### config.mk
export PLATFORM = sky130hd
export DESIGN_NAME = mp_wake_seq
export DESIGN_NICKNAME = d
export VERILOG_FILES = /design/src/rtl/mp_wake_pkg.sv /design/src/rtl/mp_wake_cmd.sv /design/src/rtl/mp_wake_delay.sv /design/src/rtl/mp_wake_poll.sv /design/src/rtl/mp_wake_seq.sv
export SDC_FILE = /design/constraint.sdc
export NUM_CORES = 1
export LEC_CHECK = 0
export ABC_AREA = 1
export ABC_CLOCK_PERIOD_IN_PS = 2800
export CAP_MARGIN = 20
export CORE_MARGIN = 4
export CORE_UTILIZATION = 39
export CTS_CLUSTER_SIZE = 28
export DETAILED_ROUTE_END_ITERATION = 8
export PLACE_DENSITY = 0.67
export REMOVE_ABC_BUFFERS = 1
export SYNTH_ARGS = -nofsm -noshare
export SYNTH_HDL_FRONTEND = slang
export SYNTH_HIERARCHICAL = 1
export SYNTH_SLANG_ARGS = --single-unit
### constraint.sdc
create_clock -name clk -period 2.8 [get_ports clk]
set_clock_uncertainty 0.2 [all_clocks]
set_input_delay 0.28 -clock clk [delete_from_list [all_inputs] [get_ports clk]]
set_output_delay 0.28 -clock clk [all_outputs]
set_load 0.05 [all_outputs]
### src/rtl/mp_wake_pkg.sv
package mp_wake_pkg;

    typedef enum logic [3:0] {
        ST_IDLE,
        ST_SEND_INIT,
        ST_POLL_INIT,
        ST_WAIT_INIT,
        ST_SEND_SIPI1,
        ST_POLL_SIPI1,
        ST_WAIT_SIPI1,
        ST_SEND_SIPI2,
        ST_POLL_SIPI2,
        ST_WAIT_SIPI2,
        ST_SAMPLE
    } wake_state_e;

    // all-except-self, level assert, initialise mode, vector 0
    localparam logic [31:0] INIT_WORD      = 32'h000C_4500;
    // all-except-self, level assert, start-up mode; vector goes in [7:0]
    localparam logic [23:0] SIPI_WORD_HIGH = 24'h000C_46;

    function automatic int gap_cycles(input longint us, input longint hz);
        return int'((us * hz + 64'd999_999) / 64'd1_000_000);
    endfunction

endpackage

### src/rtl/mp_wake_cmd.sv
module mp_wake_cmd
    import mp_wake_pkg::*;
(
    input  logic        sel_sipi,
    input  logic [7:0]  vec,
    output logic [31:0] word
);
    always_comb begin
        word = sel_sipi ? {SIPI_WORD_HIGH, vec} : INIT_WORD;
    end
endmodule

### src/rtl/mp_wake_delay.sv
module mp_wake_delay #(
    parameter int LONG_T  = 11932,
    parameter int SHORT_T = 239
) (
    input  logic clk,
    input  logic rst_n,
    input  logic clr,
    input  logic run,
    input  logic sel_long,
    output logic last
);
    localparam int MAX_T = (LONG_T > SHORT_T) ? LONG_T : SHORT_T;
    localparam int DW    = $clog2(MAX_T + 1);

    logic [DW-1:0] cnt_q;
    logic [DW-1:0] limit;

    always_comb begin
        limit = sel_long ? DW'(LONG_T - 1) : DW'(SHORT_T - 1);
        last  = run && (cnt_q == limit);
    end

    always_ff @(posedge clk or negedge rst_n) begin
        if (!rst_n)      cnt_q <= '0;
        else if (clr)    cnt_q <= '0;
        else if (run)    cnt_q <= cnt_q + 1'b1;
    end
endmodule

### src/rtl/mp_wake_poll.sv
module mp_wake_poll #(
    parameter int BUSY_TMO = 1024
) (
    input  logic clk,
    input  logic rst_n,
    input  logic clr,
    input  logic busy_cycle,
    output logic expired
);
    localparam int PW = $clog2(BUSY_TMO + 1);

    logic [PW-1:0] cnt_q;

    always_comb begin
        expired = busy_cycle && (cnt_q == PW'(BUSY_TMO - 1));
    end

    always_ff @(posedge clk or negedge rst_n) begin
        if (!rst_n)          cnt_q <= '0;
        else if (clr)        cnt_q <= '0;
        else if (busy_cycle) cnt_q <= cnt_q + 1'b1;
    end
endmodule

### src/rtl/mp_wake_seq.sv
module mp_wake_seq
    import mp_wake_pkg::*;
#(
    parameter int CLK_HZ   = 1193182,
    parameter int INIT_US  = 10000,
    parameter int SIPI_US  = 200,
    parameter int BUSY_TMO = 1024,
    parameter int CNT_W    = 8
) (
    input  logic             clk,
    input  logic             rst_n,
    input  logic             start_i,
    input  logic             busy_i,
    input  logic [CNT_W-1:0] cpu_count_i,
    input  logic [7:0]       sipi_vec_i,
    output logic             cmd_we_o,
    output logic [31:0]      cmd_data_o,
    output logic             done_o,
    output logic             error_o,
    output logic [CNT_W-1:0] count_o
);
    localparam int INIT_T = gap_cycles(longint'(INIT_US), longint'(CLK_HZ));
    localparam int SIPI_T = gap_cycles(longint'(SIPI_US), longint'(CLK_HZ));

    wake_state_e      state_q, state_d;
    logic [7:0]       vec_q;
    logic [CNT_W-1:0] count_q;
    logic             err_q;

    logic in_send, in_poll, in_wait, sel_sipi, sel_long;
    logic gap_last, poll_expired, accept;

    always_comb begin
        in_send  = (state_q == ST_SEND_INIT) || (state_q == ST_SEND_SIPI1) ||
                   (state_q == ST_SEND_SIPI2);
        in_poll  = (state_q == ST_POLL_INIT) || (state_q == ST_POLL_SIPI1) ||
                   (state_q == ST_POLL_SIPI2);
        in_wait  = (state_q == ST_WAIT_INIT) || (state_q == ST_WAIT_SIPI1) ||
                   (state_q == ST_WAIT_SIPI2);
        sel_sipi = (state_q == ST_SEND_SIPI1) || (state_q == ST_SEND_SIPI2);
        sel_long = (state_q == ST_WAIT_INIT);
        accept   = (state_q == ST_IDLE) && start_i;
    end

    mp_wake_cmd u_cmd (
        .sel_sipi (sel_sipi),
        .vec      (vec_q),
        .word     (cmd_data_o)
    );

    mp_wake_delay #(.LONG_T(INIT_T), .SHORT_T(SIPI_T)) u_delay (
        .clk      (clk),
        .rst_n    (rst_n),
        .clr      (in_poll),
        .run      (in_wait),
        .sel_long (sel_long),
        .last     (gap_last)
    );

    mp_wake_poll #(.BUSY_TMO(BUSY_TMO)) u_poll (
        .clk        (clk),
        .rst_n      (rst_n),
        .clr        (in_send),
        .busy_cycle (in_poll && busy_i),
        .expired    (poll_expired)
    );

    // next-state
    always_comb begin
        state_d = state_q;
        unique case (state_q)
            ST_IDLE:       if (start_i) state_d = ST_SEND_INIT;
            ST_SEND_INIT:  state_d = ST_POLL_INIT;
            ST_POLL_INIT:  if (!busy_i) state_d = ST_WAIT_INIT;
                           else if (poll_expired) state_d = ST_IDLE;
            ST_WAIT_INIT:  if (gap_last) state_d = ST_SEND_SIPI1;
            ST_SEND_SIPI1: state_d = ST_POLL_SIPI1;
            ST_POLL_SIPI1: if (!busy_i) state_d = ST_WAIT_SIPI1;
                           else if (poll_expired) state_d = ST_IDLE;
            ST_WAIT_SIPI1: if (gap_last) state_d = ST_SEND_SIPI2;
            ST_SEND_SIPI2: state_d = ST_POLL_SIPI2;
            ST_POLL_SIPI2: if (!busy_i) state_d = ST_WAIT_SIPI2;
                           else if (poll_expired) state_d = ST_IDLE;
            ST_WAIT_SIPI2: if (gap_last) state_d = ST_SAMPLE;
            ST_SAMPLE:     state_d = ST_IDLE;
            default:       state_d = ST_IDLE;
        endcase
    end

    // state register
    always_ff @(posedge clk or negedge rst_n) begin
        if (!rst_n) state_q <= ST_IDLE;
        else        state_q <= state_d;
    end

    // data held across the run
    always_ff @(posedge clk or negedge rst_n) begin
        if (!rst_n) begin
            vec_q   <= '0;
            count_q <= '0;
            err_q   <= 1'b0;
        end else begin
            if (accept) begin
                vec_q   <= sipi_vec_i;
                count_q <= '0;
                err_q   <= 1'b0;
            end
            if (state_q == ST_SAMPLE)                count_q <= cpu_count_i;
            if (in_poll && busy_i && poll_expired)   err_q   <= 1'b1;
        end
    end

    // outputs
    always_comb begin
        cmd_we_o = in_send;
        done_o   = (state_q == ST_SAMPLE);
        count_o  = (state_q == ST_SAMPLE) ? cpu_count_i : count_q;
        error_o  = err_q;
    end
endmodule

==> results of run 1 <==
[layer usage]
layer | part of all wire [%] | GRT usage [%]
met4 | 0.78 | 3.37
met5 | 0 | 0
met1 | 44 | 17.5
met2 | 50 | 25.6
met3 | 4.7 | 2.80
[worst reg2reg max path: cells and delay by family, from the launching register on]
kind | cells | cell delay, ns
and+or+nand+nor | 11 | 1.52
AOI/OAI and AO/OA | 1 | 0.08
DFF | 1 | 0.45
buffers and inverters | 2 | 0.16
[per-stage QoR]
| step | utilization, % | area [um^2] |
|---|---|---|
| after global routing | 46.7 | 3390 |
| after CTS | 46.4 | 3370 |
| after floorplan | - | 2740 |
| final | 46.7 | 3390 |
| after detailed placement | 45.2 | 3280 |
| after global placement | 45.2 | 3280 |
[cell usage after synthesis]
master / number / share of area (%)
nand3_1: 23 / 4.0
conb_1: 2 / 0.26
inv_2: 5 / 0.65
o21ai_0: 13 / 2.2
nand3b_1: 1 / 0.26
nand4_1: 5 / 1.1
o21ai_2: 2 / 0.60
a31oi_2: 1 / 0.43
and2_1: 1 / 0.22
nor2_1: 46 / 5.9
inv_1: 59 / 7.6
buf_4: 25 / 6.5
nand2_1: 115 / 15
nand3_2: 5 / 1.7
clkbuf_8: 1 / 0.47
nand2_2: 2 / 0.43
o21ai_1: 9 / 1.6
nor2_2: 8 / 1.7
or2_2: 1 / 0.22
nor3_1: 8 / 1.4
a211oi_1: 1 / 0.26
nor4_1: 1 / 0.22
nand2_4: 1 / 0.39
dfrtp_1: 46 / 40
a31oi_1: 1 / 0.22
ha_1: 2 / 0.86
buf_6: 3 / 1.2
a21oi_1: 13 / 2.2
nand3_4: 1 / 0.60
nor2_4: 6 / 2.3
[final timing paths]
| path | end | slack (ns) | cells past startpoint |
|---|---|---|---|
| max | done_o | 0.19 | 5 |
| min | u_poll/cnt_q[5]$_DFFE_PN0P_ | 0.22 | 2 |
| max reg2reg | state_q[1]$_DFFE_PN0P_ | 0.34 | 14 |
| min reg2reg | vec_q[2]$_DFFE_PN0P_ | 0.28 | 2 |
| max in group asynchronous | state_q[0]$_DFFE_PN0P_ | 1.43 | 3 |
| min in group clk | vec_q[2]$_DFFE_PN0P_ | 0.28 | 2 |
[timing repair]
item,4_1_cts,5_1_grt
setup endpoints to repair,0,12
hold endpoints to repair,15,0
hold buffers,1,0
gates resized for setup,0,10
[placed cells by master (no fill, tap or decap), types with 6 or more instances in the layout]
cell type | netlist | layout
clkdlybuf4s50_1 | 0 | 20
nand2_1 | 115 | 115
nand3_1 | 23 | 23
nor2_1 | 46 | 46
nor3_1 | 8 | 8
nor2_2 | 8 | 8
o21ai_0 | 13 | 13
o21ai_1 | 9 | 9
inv_1 | 59 | 59
buf_4 | 25 | 15
dlymetal6s2s_1 | 0 | 9
a21oi_1 | 13 | 13
conb_1 | 2 | 22
nor2_4 | 6 | 6
dfrtp_1 | 46 | 45
[logic make-up after synthesis]
kind of cell               synth area share [%]
AOI/OAI and AO/OA                          7.54
adders and majority gates                 0.862
buffers and inverters                      16.4
DFF                                        39.6
other                                     0.259
and+or+nand+nor                            35.3
[flip-flops by register name, indices dropped and copies added, names as in the netlist]
register,count
error_o,1
state_q,4
count_q,8
u_poll/cnt_q,11
u_delay/cnt_q,14
vec_q,8
[where the power goes]
part	switching (mW)	internal [mW]
logic	0.900	0.370
registers	0.0988	0.789
clock network	0.223	0.172
total	1.22	1.33
[area by class of cell]
| class | count | area (um^2) |
|---|---|---|
| fillers | 766 | 3860 |
| multi-input cells | 288 | 1350 |
| flip-flops and latches | 46 | 1150 |
| repair buffers | 46 | 440 |
| inverters | 64 | 240 |
| well taps | 99 | 124 |
| clock buffers | 6 | 72.6 |
| clock inverters | 1 | 7.51 |
==> impl_metrics.tcl, run 1 <==
set metrics [dict create \
    setup_ws_ns 0.192 \
    detail_route.drc_violations 0 \
    overflow 0 \
    antenna_found_initial 0 \
    final.period_utilization_pct 93.2 \
    place_inst 542 \
    drt-total-wl_um 5910 \
    start_util_pct 40.0 \
    core_um2 7250 \
    io_buffers 40 \
    drive_gt1_share_pct 12.2 \
    drt_iter0_markers 169 \
    worst-path-buf-inv 3 \
    clk_latency_ns 0.30 \
    worstHoldPathType "in -> async" \
    endpoint_kind "output port" \
    vias_per_cell 4.62 \
    path_class "reg -> out" \
    vias 2539 \
    dp_hpwl_um 4630 \
    rsz0062_at_grt "false" \
    path_cells "inv_2 -> nor2_4 -> nand2_2 -> inv_1 -> clkdlybuf4s50_1" \
    slew_headroom_pct 65.4 \
    synth_cells 407 \
    timing.rr.start "state_q[0]$_DFFE_PN0P_" \
    dp_slack_ns 0.269 \
    yosysWarnings 6 \
    max_freq_mhz 383 \
    syn_area_um2 2900 \
    ioPinCount 63 \
    ant_nets 0 \
    cap_violations 0 \
    hold_viol 0 \
    clk_pin_slew_ns 0.09 \
    grt_max_degree 32 \
    rows 31 \
    ys_seq_area_share_pct 39.6 \
    start_kind "flip-flop" \
    setup_viol 0 \
    pwr_density_cell_nw_per_um2 753 \
    cts_inserted_buffers 5 \
    cts_setup_buffers 0 \
    clockBufferDepth 2 \
    gp_congestion 0.824 \
    dieArea_um2 8890 \
    cts_tree "done" \
    p_leak_nw 1.88 \
    p_total_mw 2.55 \
    status "complete, no violations" \
    num_antenna_cells 0 \
    min_period_ns 2.61 \
    tns_ns 0 \
    routedWlPerCell_um 10.7 \
    grt_pass1_wl_um 10400 \
    stdcell_count 550 \
    crit_required_ns 2.32 \
    synth-seq-cells 46 \
    die_y_um 94.3 \
    crit_path_max_fanout 17 \
    grt_use_total_pct 14.3 \
    worst_pin_slew_ns 0.519 \
    maxSlewViolCount 0 \
    worstPathArrival_ns 2.13 \
    crit_start "state_q[1]$_DFFE_PN0P_" \
    slowest_stage "clkdlybuf4s50_1" \
    cts_htree_levels 2 \
    final_nets 473 \
    grt_pass1_vias 2465 \
    cts.sinks 46 \
    area_delta_synth_final_pct 16.7 \
    crit_family "buffers and inverters" \
    die_w_um 94.3 \
    cts.root.buffer_cell "clkbuf_8" \
    critPathMaxStageDelay_ns 0.80 \
    firstDrtPassIters 4 \
    syn_area_per_cell_um2 7.14 \
    synth_cell_type_count 30 \
    peakVddDrop_mv 0.284 \
    worst_hold_slack_ns 0.219 \
]
Note: power is estimated with default switching activity, not from simulation.
==> run 2: changes to the inputs <==
CAP_MARGIN = not set   (was 20)
CORE_ASPECT_RATIO = 0.75   (was not set)
==> run 2 against run 1 <==
  * Sequential cell count unchanged
  * Combinational power is 3% higher
  * Setup slack got worse by 0.0053 ns
  * Final area up 0.30%
  * Critical path type unchanged
  * Cell count decreased by 0.18%
  * Total power rose by 1.9%
  * Critical endpoint unchanged
  * Register-to-register slack got worse by 0.12 ns
  * Sequential power is 0.9% higher
  * Largest power group unchanged
  * Sequential share of layout area down 0.10 points
==> impl_metrics.tcl, run 2 (synthesis results as in run 1) <==
set metrics [dict create \
    clk_pin_slew_ns 0.09 \
    peakVddDrop_mv 0.379 \
    grt_max_degree 26 \
    layout_commonest_cell "nand2_1" \
    ff2ff_setup_slack_ns 0.22 \
    start_kind "flip-flop" \
    cts.root.buffer_cell "clkbuf_8" \
    final_nets 472 \
    cts.sinks 46 \
    grt_use_total_pct 14.8 \
    worst_hold_slack_ns 0.287 \
    cap_violations 0 \
    critPathMaxStageDelay_ns 0.80 \
    die_w_um 108 \
    crit_path_max_fanout 17 \
    min_period_ns 2.61 \
    rows 26 \
    drt-total-wl_um 6170 \
    antenna_found_initial 0 \
    area_delta_synth_final_pct 17.1 \
    top_regs "u_delay/cnt_q (14), u_poll/cnt_q (11)" \
    endpoint_kind "output port" \
    final.period_utilization_pct 93.3 \
    firstDrtPassIters 4 \
    slew_headroom_pct 64.2 \
    rsz0062_at_grt "false" \
    worst_pin_slew_ns 0.538 \
    drt_iter0_markers 150 \
    dp_slack_ns 0.275 \
    path_cells "inv_2 -> nor2_4 -> nand2_2 -> inv_1 -> clkdlybuf4s50_1" \
    ioPinCount 63 \
    grt_pass1_wl_um 10600 \
    tns_ns 0 \
    path_class "reg -> out" \
    regMostFlops "u_delay/cnt_q" \
    setup_viol 0 \
    pwr_density_cell_nw_per_um2 765 \
    clk_latency_ns 0.30 \
    io_buffers 40 \
    worst-path-buf-inv 3 \
    max_freq_mhz 383 \
    clockBufferDepth 2 \
    dp_hpwl_um 4720 \
    largest_reg_flops 14 \
    status "complete, no violations" \
    core_um2 7030 \
    overflow 0 \
    cts_setup_buffers 0 \
    cts_inserted_buffers 5 \
    worstPathArrival_ns 2.13 \
    die_y_um 82.7 \
    slowest_stage "clkdlybuf4s50_1" \
    dieArea_um2 8910 \
    routedWlPerCell_um 11.2 \
    setup_ws_ns 0.186 \
    layout_common_cells "nand2_1 (115), inv_1 (59), nor2_1 (46), dfrtp_1 (45), nand3_1 (23)" \
    grt_pass1_vias 2368 \
    drive_gt1_share_pct 12.2 \
    num_antenna_cells 0 \
    crit_required_ns 2.32 \
    hold_viol 0 \
    maxSlewViolCount 0 \
    vias 2513 \
    cts_tree "done" \
    crit_family "buffers and inverters" \
    cts_htree_levels 2 \
    start_util_pct 41.3 \
    worstHoldPathType "reg -> reg" \
    p_leak_nw 1.89 \
    ant_nets 0 \
    gp_congestion 0.873 \
    detail_route.drc_violations 0 \
    vias_per_cell 4.58 \
]
==> run 2: where the power goes <==
group          total (mW)  switching, mW  leakage, nW  internal (mW)
registers           0.896          0.106        0.623          0.789
logic                1.31          0.918         1.22          0.389
clock network       0.397          0.221       0.0452          0.176
==> run 2: cell type report <==
cell class,count,area [um^2]
Fill cell,715,3630
Tap cell,98,123
Sequential cell,46,1150
Inverter,64,240
Clock buffer,6,72.6
Multi-Input combinational cell,288,1350
Timing Repair Buffer,45,445
Clock inverter,2,13.8
==> run 2: repair_timing <==
action                                  4_1_cts  5_1_grt
resized for setup                             0       10
hold buffers                                  1        0
hold endpoints to repair                     24        0
endpoints found under the setup margin        0       12
==> run 2: per-layer routing <==
| metal | track usage [%] | routed length (um) | vias to the layer above |
|---|---|---|---|
| li1 | - | - | 1300 |
| met1 | 21.0 | 3100 | 1127 |
| met2 | 22.1 | 2540 | 79 |
| met3 | 3.34 | 441 | 7 |
| met4 | 5.30 | 88 | 0 |
| met5 | 0 | 0 | - |
==> run 2: path summary, 6_finish.rpt <==
path | startpoint | endpoint | cells after the start
min in group asynchronous | rst_n | count_q[4]$_DFFE_PN0P_ | 2
max reg2reg | state_q[3]$_DFFE_PN0P_ | state_q[2]$_DFFE_PN0P_ | 13
min | vec_q[0]$_DFFE_PN0P_ | vec_q[0]$_DFFE_PN0P_ | 2
max in group asynchronous | rst_n | state_q[0]$_DFFE_PN0P_ | 3
max | state_q[1]$_DFFE_PN0P_ | done_o | 5
min reg2reg | vec_q[0]$_DFFE_PN0P_ | vec_q[0]$_DFFE_PN0P_ | 2
==> run 2: metrics by stage <==
stage	total power, mW	instances	instance area (um^2)	util [%]
3_5_place_dp	2.21	540	3280	46.7
6_report	2.60	549	3400	48.4
3_3_place_gp	2.20	540	3280	46.7
4_1_cts	2.63	549	3380	48.0
5_1_grt	2.80	549	3400	48.4
2_1_floorplan	1.83	398	2740	-
==> run 2: worst min-delay path, delay by kind of cell, from the launching register on <==
family	cells	cell delay, ns
flip-flops	1	0.35
AND/OR/NAND/NOR	2	0.10
